[config.mk]
export PLATFORM = sky130hd
export DESIGN_NAME = cmp_wave_unit
export DESIGN_NICKNAME = d
export VERILOG_FILES = /design/src/rtl/cwu_pkg.sv /design/src/rtl/cwu_counter.sv /design/src/rtl/cwu_cmp_reg.sv /design/src/rtl/cwu_wave_gen.sv /design/src/rtl/cmp_wave_unit.sv
export SDC_FILE = /design/constraint.sdc
export NUM_CORES = 1
export LEC_CHECK = 0
export ABC_CLOCK_PERIOD_IN_PS = 3200
export BUFFER_PORTS_ARGS = -buffer_cell sky130_fd_sc_hd__buf_4
export CAP_MARGIN = 25
export CORE_ASPECT_RATIO = 0.7
export CORE_MARGIN = 4
export CORE_UTILIZATION = 30
export CTS_CLUSTER_SIZE = 16
export DETAILED_ROUTE_END_ITERATION = 10
export GPL_TIMING_DRIVEN = 0
export SETUP_SLACK_MARGIN = 0.1
export SYNTH_ARGS = -nofsm -noshare
export SYNTH_HDL_FRONTEND = slang
export SYNTH_SLANG_ARGS = --single-unit
[constraint.sdc]
create_clock -name clk_i -period 3.2 [get_ports clk_i]
set_input_delay 0.48 -clock clk_i [delete_from_list [all_inputs] [get_ports clk_i]]
set_output_delay 0.48 -clock clk_i [all_outputs]
set_load 0.01 [all_outputs]
[src/rtl/cwu_pkg.sv]
package cwu_pkg;
  typedef enum logic [1:0] {
    WM_FREE  = 2'b00,
    WM_CEIL  = 2'b01,
    WM_FAST  = 2'b10,
    WM_DUAL  = 2'b11
  } wave_mode_e;
endpackage

[src/rtl/cwu_counter.sv]
module cwu_counter
  import cwu_pkg::*;
#(
  parameter int W = 8
) (
  input  logic         clk_i,
  input  logic         rst_ni,
  input  logic         tick_i,
  input  wave_mode_e   mode_i,
  input  logic [W-1:0] top_i,
  output logic [W-1:0] cnt_o,
  output logic         down_o,
  output logic         at_top_o
);
  localparam logic [W-1:0] CNT_MAX = {W{1'b1}};
  localparam logic [W-1:0] ONE     = W'(1);

  logic [W-1:0] cnt_q, cnt_d, top_eff;
  logic         down_q, down_d;

  assign top_eff  = (mode_i == WM_FREE) ? CNT_MAX : top_i;
  assign at_top_o = cnt_q >= top_eff;

  always_comb begin
    cnt_d  = cnt_q;
    down_d = (mode_i == WM_DUAL) ? down_q : 1'b0;
    if (tick_i) begin
      unique case (mode_i)
        WM_FREE: cnt_d = cnt_q + ONE;
        WM_CEIL, WM_FAST: cnt_d = at_top_o ? '0 : cnt_q + ONE;
        WM_DUAL: begin
          if (top_i == '0) begin
            cnt_d  = '0;
            down_d = 1'b0;
          end else if (!down_q) begin
            if (at_top_o) begin
              cnt_d  = cnt_q - ONE;
              down_d = 1'b1;
            end else begin
              cnt_d = cnt_q + ONE;
            end
          end else if (cnt_q == '0) begin
            cnt_d  = ONE;
            down_d = 1'b0;
          end else begin
            cnt_d = cnt_q - ONE;
          end
        end
      endcase
    end
  end

  always_ff @(posedge clk_i or negedge rst_ni) begin
    if (!rst_ni) begin
      cnt_q  <= '0;
      down_q <= 1'b0;
    end else begin
      cnt_q  <= cnt_d;
      down_q <= down_d;
    end
  end

  assign cnt_o  = cnt_q;
  assign down_o = down_q;


  fast_wrap_chk: assert property (@(posedge clk_i) disable iff (!rst_ni)
    (tick_i && mode_i == WM_FAST && cnt_q >= top_i) |=> cnt_q == '0);


  dual_turn_chk: assert property (@(posedge clk_i) disable iff (!rst_ni)
    (tick_i && mode_i == WM_DUAL && !down_q && top_i != '0 && cnt_q >= top_i) |=> down_q);
endmodule

[src/rtl/cwu_cmp_reg.sv]
module cwu_cmp_reg #(
  parameter int W = 8
) (
  input  logic         clk_i,
  input  logic         rst_ni,
  input  logic         pwm_i,
  input  logic         load_i,
  input  logic         we_i,
  input  logic [W-1:0] val_i,
  output logic [W-1:0] ocr_o
);
  logic [W-1:0] shadow_q, live_q;

  always_ff @(posedge clk_i or negedge rst_ni) begin
    if (!rst_ni) begin
      shadow_q <= '0;
      live_q   <= '0;
    end else begin
      if (we_i) shadow_q <= val_i;
      if (!pwm_i) begin
        if (we_i) live_q <= val_i;
      end else if (load_i) begin
        live_q <= shadow_q;  // old shadow: a same-cycle write waits one period
      end
    end
  end

  assign ocr_o = live_q;


  ocr_hold_chk: assert property (@(posedge clk_i) disable iff (!rst_ni)
    (pwm_i && !load_i) |=> $stable(live_q));
endmodule

[src/rtl/cwu_wave_gen.sv]
module cwu_wave_gen
  import cwu_pkg::*;
#(
  parameter int W = 8
) (
  input  logic         clk_i,
  input  logic         rst_ni,
  input  wave_mode_e   mode_i,
  input  logic [1:0]   code_i,
  input  logic         tick_i,
  input  logic         force_i,
  input  logic [W-1:0] cnt_i,
  input  logic         down_i,
  input  logic         at_top_i,
  input  logic [W-1:0] ocr_i,
  input  logic [W-1:0] top_i,
  output logic         wave_o,
  output logic         ovr_o
);
  logic wave_q, wave_d, hit, pwm;

  assign pwm = (mode_i == WM_FAST) || (mode_i == WM_DUAL);
  assign hit = tick_i && (cnt_i == ocr_i);

  always_comb begin
    wave_d = wave_q;
    unique case (mode_i)
      WM_FREE, WM_CEIL: begin
        if (force_i || hit) begin
          unique case (code_i)
            2'b01: wave_d = ~wave_q;
            2'b10: wave_d = 1'b0;
            2'b11: wave_d = 1'b1;
            default: wave_d = wave_q;
          endcase
        end
      end
      WM_FAST: begin
        if (tick_i && code_i[1]) begin
          if (at_top_i)  wave_d = ~code_i[0];
          else if (hit)  wave_d = code_i[0];
        end
      end
      WM_DUAL: begin
        // compare == top: hit at the turn is dropped to avoid a glitch
        if (code_i[1] && hit && ocr_i != top_i)
          wave_d = down_i ? ~code_i[0] : code_i[0];
      end
    endcase
  end

  always_ff @(posedge clk_i or negedge rst_ni) begin
    if (!rst_ni) wave_q <= 1'b0;
    else         wave_q <= wave_d;
  end

  assign wave_o = wave_q;
  assign ovr_o  = (code_i != 2'b00) && !(pwm && code_i == 2'b01);


  nonpwm_idle_chk: assert property (@(posedge clk_i) disable iff (!rst_ni)
    (!pwm && !force_i && !(tick_i && cnt_i == ocr_i)) |=> $stable(wave_q));


  fast_flat_high_chk: assert property (@(posedge clk_i) disable iff (!rst_ni)
    (tick_i && mode_i == WM_FAST && code_i == 2'b10 && ocr_i == top_i) |=> wave_q);


  dual_top_hold_chk: assert property (@(posedge clk_i) disable iff (!rst_ni)
    (mode_i == WM_DUAL && ocr_i == top_i) |=> $stable(wave_q));


  pwm_reserved_hold_chk: assert property (@(posedge clk_i) disable iff (!rst_ni)
    (pwm && !code_i[1]) |=> $stable(wave_q));
endmodule

[src/rtl/cmp_wave_unit.sv]
module cmp_wave_unit
  import cwu_pkg::*;
#(
  parameter int W = 8
) (
  input  logic         clk_i,
  input  logic         rst_ni,
  input  logic         cnt_en_i,
  input  logic [1:0]   wave_mode_i,
  input  logic [W-1:0] top_i,
  input  logic [W-1:0] cmp_val_i,
  input  logic         cmp_we_i,
  input  logic [1:0]   out_mode_i,
  input  logic         force_i,
  input  logic         port_val_i,
  input  logic         port_dir_i,
  output logic [W-1:0] cnt_o,
  output logic         cnt_down_o,
  output logic         wave_o,
  output logic         ovr_o,
  output logic         pin_o,
  output logic         pin_oe_o
);
  wave_mode_e   mode;
  logic [W-1:0] cnt, ocr;
  logic         down, at_top, pwm;

  assign mode = wave_mode_e'(wave_mode_i);
  assign pwm  = (mode == WM_FAST) || (mode == WM_DUAL);

  cwu_counter #(.W(W)) u_cnt (
    .clk_i    (clk_i),
    .rst_ni   (rst_ni),
    .tick_i   (cnt_en_i),
    .mode_i   (mode),
    .top_i    (top_i),
    .cnt_o    (cnt),
    .down_o   (down),
    .at_top_o (at_top)
  );

  cwu_cmp_reg #(.W(W)) u_cmp (
    .clk_i  (clk_i),
    .rst_ni (rst_ni),
    .pwm_i  (pwm),
    .load_i (cnt_en_i && at_top),
    .we_i   (cmp_we_i),
    .val_i  (cmp_val_i),
    .ocr_o  (ocr)
  );

  cwu_wave_gen #(.W(W)) u_wave (
    .clk_i    (clk_i),
    .rst_ni   (rst_ni),
    .mode_i   (mode),
    .code_i   (out_mode_i),
    .tick_i   (cnt_en_i),
    .force_i  (force_i),
    .cnt_i    (cnt),
    .down_i   (down),
    .at_top_i (at_top),
    .ocr_i    (ocr),
    .top_i    (top_i),
    .wave_o   (wave_o),
    .ovr_o    (ovr_o)
  );

  assign cnt_o      = cnt;
  assign cnt_down_o = down;
  assign pin_o      = ovr_o ? wave_o : port_val_i;
  assign pin_oe_o   = port_dir_i;
endmodule

==> results of run 1 <==
cell usage after synthesis (3+ instances only):
master / n / area, um2
nor3_1: 4 / 20.0
and3_1: 6 / 37.5
mux2i_1: 11 / 110
dfrtp_1: 26 / 651
nor4b_1: 4 / 35.0
a41oi_1: 3 / 26.3
a31oi_1: 4 / 25.0
clkbuf_1: 6 / 22.5
ha_1: 18 / 225
a21oi_1: 7 / 35.0
buf_2: 3 / 15.0
inv_1: 9 / 33.8
o21ai_0: 20 / 100
nand2_1: 17 / 63.8
mux2_2: 10 / 113
nand3_1: 4 / 20.0
nor2_1: 19 / 71.3
xnor2_1: 10 / 87.6
xor2_1: 8 / 70.1
where the power goes:
| part | leakage (nW) | internal (W) | total (W) | switching [W] |
|---|---|---|---|---|
| Sequential | 0.320 | 0.000387 | 0.000470 | 0.0000828 |
| Combinational | 0.886 | 0.000292 | 0.000622 | 0.000330 |
| Clock | 0.0357 | 0.000167 | 0.000280 | 0.000112 |
layer usage:
| metal | vias to the layer above | share of wire |
|---|---|---|
| met1 | 940 | 0.52 |
| met4 | 0 | 0.0035 |
| met3 | 4 | 0.066 |
| met5 | - | 0 |
| met2 | 64 | 0.41 |
| li1 | 964 | - |
per-stage QoR:
step / util / setup WS [ps] / cells
final: 0.391 / 208 / 373
after global routing: 0.391 / 155 / 373
after CTS: 0.384 / 109 / 371
after detailed placement: 0.372 / -322 / 366
after global placement: 0.372 / -306 / 366
after floorplan: - / 120 / 235
area by class of cell:
| type | count | area, um2 | share of cell area |
|---|---|---|---|
| buffer | 12 | 66.3 | 0.0246 |
| clock buffer | 3 | 41.3 | 0.0153 |
| clock inverter | 1 | 30.0 | 0.0111 |
| inverter | 9 | 33.8 | 0.0125 |
| multi-input combinational | 189 | 1460 | 0.542 |
| sequential | 26 | 651 | 0.242 |
| tap | 94 | 118 | 0.0437 |
| timing repair buffer | 39 | 293 | 0.109 |
registers in the layout, indices dropped and copies added, names as in the netlist:
| signal | count |
|---|---|
| u_cnt.down_o | 1 |
| u_cmp.ocr_o | 8 |
| u_wave.wave_o | 1 |
| u_cnt.cnt_o | 8 |
| u_cmp.shadow_q | 8 |
worst paths after layout:
kind                            slack, ps                 to  cells past startpoint
worst max-delay path                  210     u_cnt.cnt_o[7]                     12
worst min-delay path                  110  u_cmp.shadow_q[5]                      1
worst max register to register        510     u_cnt.cnt_o[7]                      8
worst min register to register        520  u_cmp.shadow_q[5]                      1
max in group asynchronous            2830  u_cmp.shadow_q[3]                      1
min in group clk_i                    440  u_cmp.shadow_q[2]                      2
kinds of logic after synthesis:
logic type | after synthesis | share of synthesized area
muxes | 21 | 0.103
AOI/OAI and AO/OA | 60 | 0.203
xor gates and xnor gates | 18 | 0.0728
and+or+nand+nor | 71 | 0.173
adders and majority gates | 18 | 0.104
buffers and inverters | 21 | 0.0433
DFF | 26 | 0.301
placed cells by master, fill, tap and decap left out, types with 2 or more instances in the layout:
master / instances
nor4_1: 2
nand2_1: 17
dfrtp_1: 26
clkbuf_4: 2
ha_1: 17
buf_4: 40
a31oi_1: 4
a41oi_1: 3
o21ai_2: 2
nand4_1: 2
nor2_1: 18
mux2_2: 10
clkbuf_8: 3
a221oi_1: 2
a311oi_1: 2
clkbuf_1: 5
nor3_1: 4
xor2_1: 8
inv_1: 9
o21ai_0: 19
nand3_1: 4
and3_1: 6
a221o_1: 2
o31ai_1: 2
a21oi_2: 2
nor4b_1: 2
nor3b_1: 2
buf_2: 2
a21oi_1: 6
mux2i_1: 11
xnor2_1: 10
or2_2: 2
and2_1: 2
a211o_1: 2
nor4b_2: 2
what timing repair did:
action                     4_1_cts  5_1_grt
cloned                           0        1
gates resized for setup          2        9
setup endpoints to repair       14       14
pin swaps                        1        2
hold endpoints to repair         0        0
buffers inserted                 1        1
==> results.cfg, run 1 <==
[outcome]
outcome = finished, final reports clean

[clocking]
tritoncts = done
postCtsHoldBufs = 0
cts_root_buf = clkbuf_8
cts_buffer_depth = 2
htree_levels = 1
cts_sinks = 26
clk_latency_ps = 270
clk_pin_slew_ps = 100
cts_made_buffers = 3

[floorplanning]
initial_utilization = 0.315
die-area_um2 = 8660
io_pins = 40
num_rows = 25
die_width_um = 110
core_um2 = 6880
die_y_um = 79.1

[critical_path]
critPathLaunchType = primary input
crit_chain = buf_4 -> inv_1 -> ha_2 -> clkbuf_4 -> or2_2 -> ha_1 -> nand2b_4 -> a2111o_1 -> a21oi_4 -> o21ai_2 -> nor4b_1 -> a211o_1
startpoint = wave_mode_i[0]
crit_path_end_kind = register
timing.critical_path.buf_inv = 3
r2r_start = u_cnt.cnt_o[0]
cp_slowest_cell = a2111o_1
cp_max_fo = 10
cp_top_family = compound AO/OA/AOI/OAI gates
worst_ep_required_time_ps = 3420
critPathMaxStageDelay_ps = 440
crit_arrival_ps = 3210
crit_type = in -> reg

[layout]
areaGrowthSynthToFinish_pct = 24.5
nNetsFinal = 325
antenna_cells = 0
drive_gt1_frac = 0.280
fill_cells = 690
fin_area_um2 = 2690

[grt]
grt_use_total = 0.131
top_usage_layer = met1
met1_usage = 0.210
globalRouteMet2Util = 0.186
grt_pass1_vias = 1790
grt_max_degree = 27
gr-total-overflow = 0
antenna_found_initial = 0
grt_pass1_wl_mm = 9.07
met3_usage = 0.0268

[sta]
drv_slew = 0
holdWs_ps = 107
tightest_slew_ps = 791
fin_crit_sh = 0.935
fin_tns_setup_ps = 0
setup_viol_count_final = 0
final_hold_viol_count = 0
fmax_ghz = 0.334
fin_skew_ps = 3.28
finalCriticalPeriod_ps = 2990
relSlewSlack = 0.468
rsz0062_at_grt = no

[place]
portBuffers = 37
globalplace.congestion = 0.817
place_area_um2 = 2560
dp_hpwl_mm = 4.48

[pwr]
finalPower_w = 0.00137
vdd_drop_max_v = 0.000208
p_leak_nw = 1.24
p_per_area_nw_per_um2 = 509

[logic_synthesis]
ys_types = 55
async_flop_share = 1.00
mappedNetlistNets = 280
ys_ff_latch = 26
ys_seq_area_frac = 0.301
synth.avg_cell_area_um2 = 9.21
synth_edf_count = 0
netlist_instances = 235
ys_warn_count = 0
synth_flop_cell = dfrtp_1
netlist_area_um2 = 2160

[detailed_routing]
vias = 1972
dr.pass1.iters = 4
routed_via_density = 5.29
remaining_drc_errors = 0
wirelength_mm = 5.77
avgRoutedWirePerCell_um = 15.5
first_iter_violations = 139
ant_nets = 0

[hold_path]
hp-class = in -> async

[run]
cap_violations = 0
(Power assumes the default switching activity.)
==> inputs of run 2 (changes only) <==
- CORE_ASPECT_RATIO: 0.7 -> not set
- CTS_BUF_LIST: not set -> sky130_fd_sc_hd__clkbuf_16
==> results.cfg, run 2 (synthesis results as in run 1) <==
[outcome]
outcome = finished, final reports clean

[detailed_routing]
top_layer_used = met4
remaining_drc_errors = 0
wirelength_mm = 5.60
ant_nets = 0
vias = 1907
first_iter_violations = 105
dr_wl_met2_mm = 2.56
routed_via_density = 5.04
wl_met3_um = 231
avgRoutedWirePerCell_um = 14.8
dr.pass1.iters = 4
wl_met1_mm = 2.78

[critical_path]
cp_num_cells = 12
crit_arrival_ps = 3110
crit_end = u_cnt.cnt_o[4]
crit_chain = buf_4 -> inv_1 -> ha_2 -> clkbuf_4 -> or2_2 -> ha_1 -> nand2b_4 -> a2111o_1 -> a211oi_2 -> nor2_2 -> a41o_1 -> a211o_1
crit_type = in -> reg
critPathMaxStageDelay_ps = 420
critPathLaunchType = primary input
cp_slowest_cell = a2111o_1
timing.critical_path.buf_inv = 3
worstReg2RegEnd = u_cnt.cnt_o[4]
crit_path_end_kind = register
worst_ep_required_time_ps = 3350
r2r_start = u_cnt.cnt_o[0]
worstRegToRegCells = 8
ff2ff_setup_slack_ps = 540
cp_max_fo = 10
startpoint = wave_mode_i[0]
cp_top_family = compound AO/OA/AOI/OAI gates

[sta]
finalCriticalPeriod_ps = 2950
fin_skew_ps = 6.57
fmax_ghz = 0.339
drv_slew = 0
finalWorstSetupSlack_ps = 246
final_hold_viol_count = 0
relSlewSlack = 0.540
fin_crit_sh = 0.923
setup_viol_count_final = 0
rsz0062_at_grt = no
tightest_slew_ps = 689

[clocking]
cts_made_buffers = 3
tritoncts = done
cts_buffer_depth = 2
clk_pin_slew_ps = 70
cts_sinks = 26
htree_levels = 1
cts_root_buf = clkbuf_16
clk_latency_ps = 260

[layout]
antenna_cells = 0
fill_cells = 725
fin_area_um2 = 2720
layout_commonest_cell = buf_4
multi_input_area_um2 = 1430
nNetsFinal = 328
drive_gt1_frac = 0.273
regArea_um2 = 651
fin_cells = 378
layout_common_cells = 44 x buf_4, 26 x dfrtp_1, 20 x o21ai_0
areaGrowthSynthToFinish_pct = 25.7

[floorplanning]
die_y_um = 92.9
initial_utilization = 0.313
core_um2 = 6910
io_pins = 40
num_rows = 30
die-area_um2 = 8640
die_width_um = 92.9

[place]
dp_hpwl_mm = 4.28
place_area_um2 = 2560
dp.cells = 368
globalplace.congestion = 0.866
place_ws_ps = -291
portBuffers = 37

[grt]
grt_use_total = 0.132
grt_pass1_vias = 1917
grt_max_degree = 27
antenna_found_initial = 0
grt_pass1_wl_mm = 9.29
gr-total-overflow = 0

[pwr]
p_leak_nw = 1.26
combPwrFrac = 0.417
vdd_drop_max_v = 0.000197
p_switching_w = 0.000526
p_per_area_nw_per_um2 = 532
swShare = 0.363
clock_power_share = 0.259
sequentialPowerShare = 0.325
intPower_w = 0.000923
finalPower_w = 0.00145

[run]
cap_violations = 0

[hold_path]
hp-class = in -> async
## run 2: area by class of cell
cell class | instances | share of cell area
Tap cell | 96 | 0.0441
Multi-Input combinational cell | 188 | 0.524
Sequential cell | 26 | 0.239
Clock buffer | 3 | 0.0276
Clock inverter | 1 | 0.0110
Inverter | 9 | 0.0124
Buffer | 12 | 0.0234
Timing Repair Buffer | 43 | 0.119
## run 2: worst min path at each step
stage            from             end  slack, ps  cells after the start
5_1_grt        rst_ni  u_cnt.cnt_o[7]        140                      1
6_report       rst_ni  u_cnt.cnt_o[7]        110                      1
3_5_place_dp   rst_ni  u_cnt.cnt_o[7]        420                      1
4_1_cts        rst_ni  u_cnt.cnt_o[7]        130                      1
2_1_floorplan  rst_ni  u_cmp.ocr_o[0]        180                      0
3_3_place_gp   rst_ni  u_cnt.cnt_o[7]        420                      1
## run 2: worst register-to-register path, delay by kind of cell, from the launching register on
kind,cells,cell delay [ps]
AND/OR/NAND/NOR,2,270
flip-flops,1,560
buffers and inverters,1,190
AO/OA/AOI/OAI,4,1220
adder cells (fa/ha/maj),1,320
## run 2: timing repair
item                       in CTS  in global routing
hold buffers                    0                  0
setup buffers                   1                  5
gates cloned                    0                  0
gates resized for setup         4                  0
setup endpoints to repair      14                 14
pin swaps                       1                  3
## run 2: power by group through the flow
| stage | clock [W] | sequential, W | combinational, W |
|---|---|---|---|
| after floorplan | 0 | 0.000466 | 0.000404 |
| after global placement | 0 | 0.000479 | 0.000586 |
| after detailed placement | 0 | 0.000478 | 0.000598 |
| after CTS | 0.000388 | 0.000471 | 0.000603 |
| after global routing | 0.000395 | 0.000482 | 0.000685 |
| final | 0.000375 | 0.000470 | 0.000604 |
## run 2: stage by stage
stage | setup TNS [ps] | utilization | hold WS, ps
floorplan | 0 | - | 184
global placement | -2810 | 0.371 | 418
detailed placement | -3610 | 0.371 | 421
CTS | 0 | 0.389 | 127
global route | 0 | 0.394 | 139
finish | 0 | 0.394 | 115
## run 2: metal layers
layer	vias up	track usage
met3	4	0.0227
met5	-	0
li1	963	-
met2	47	0.215
met1	893	0.184
met4	0	0.0256
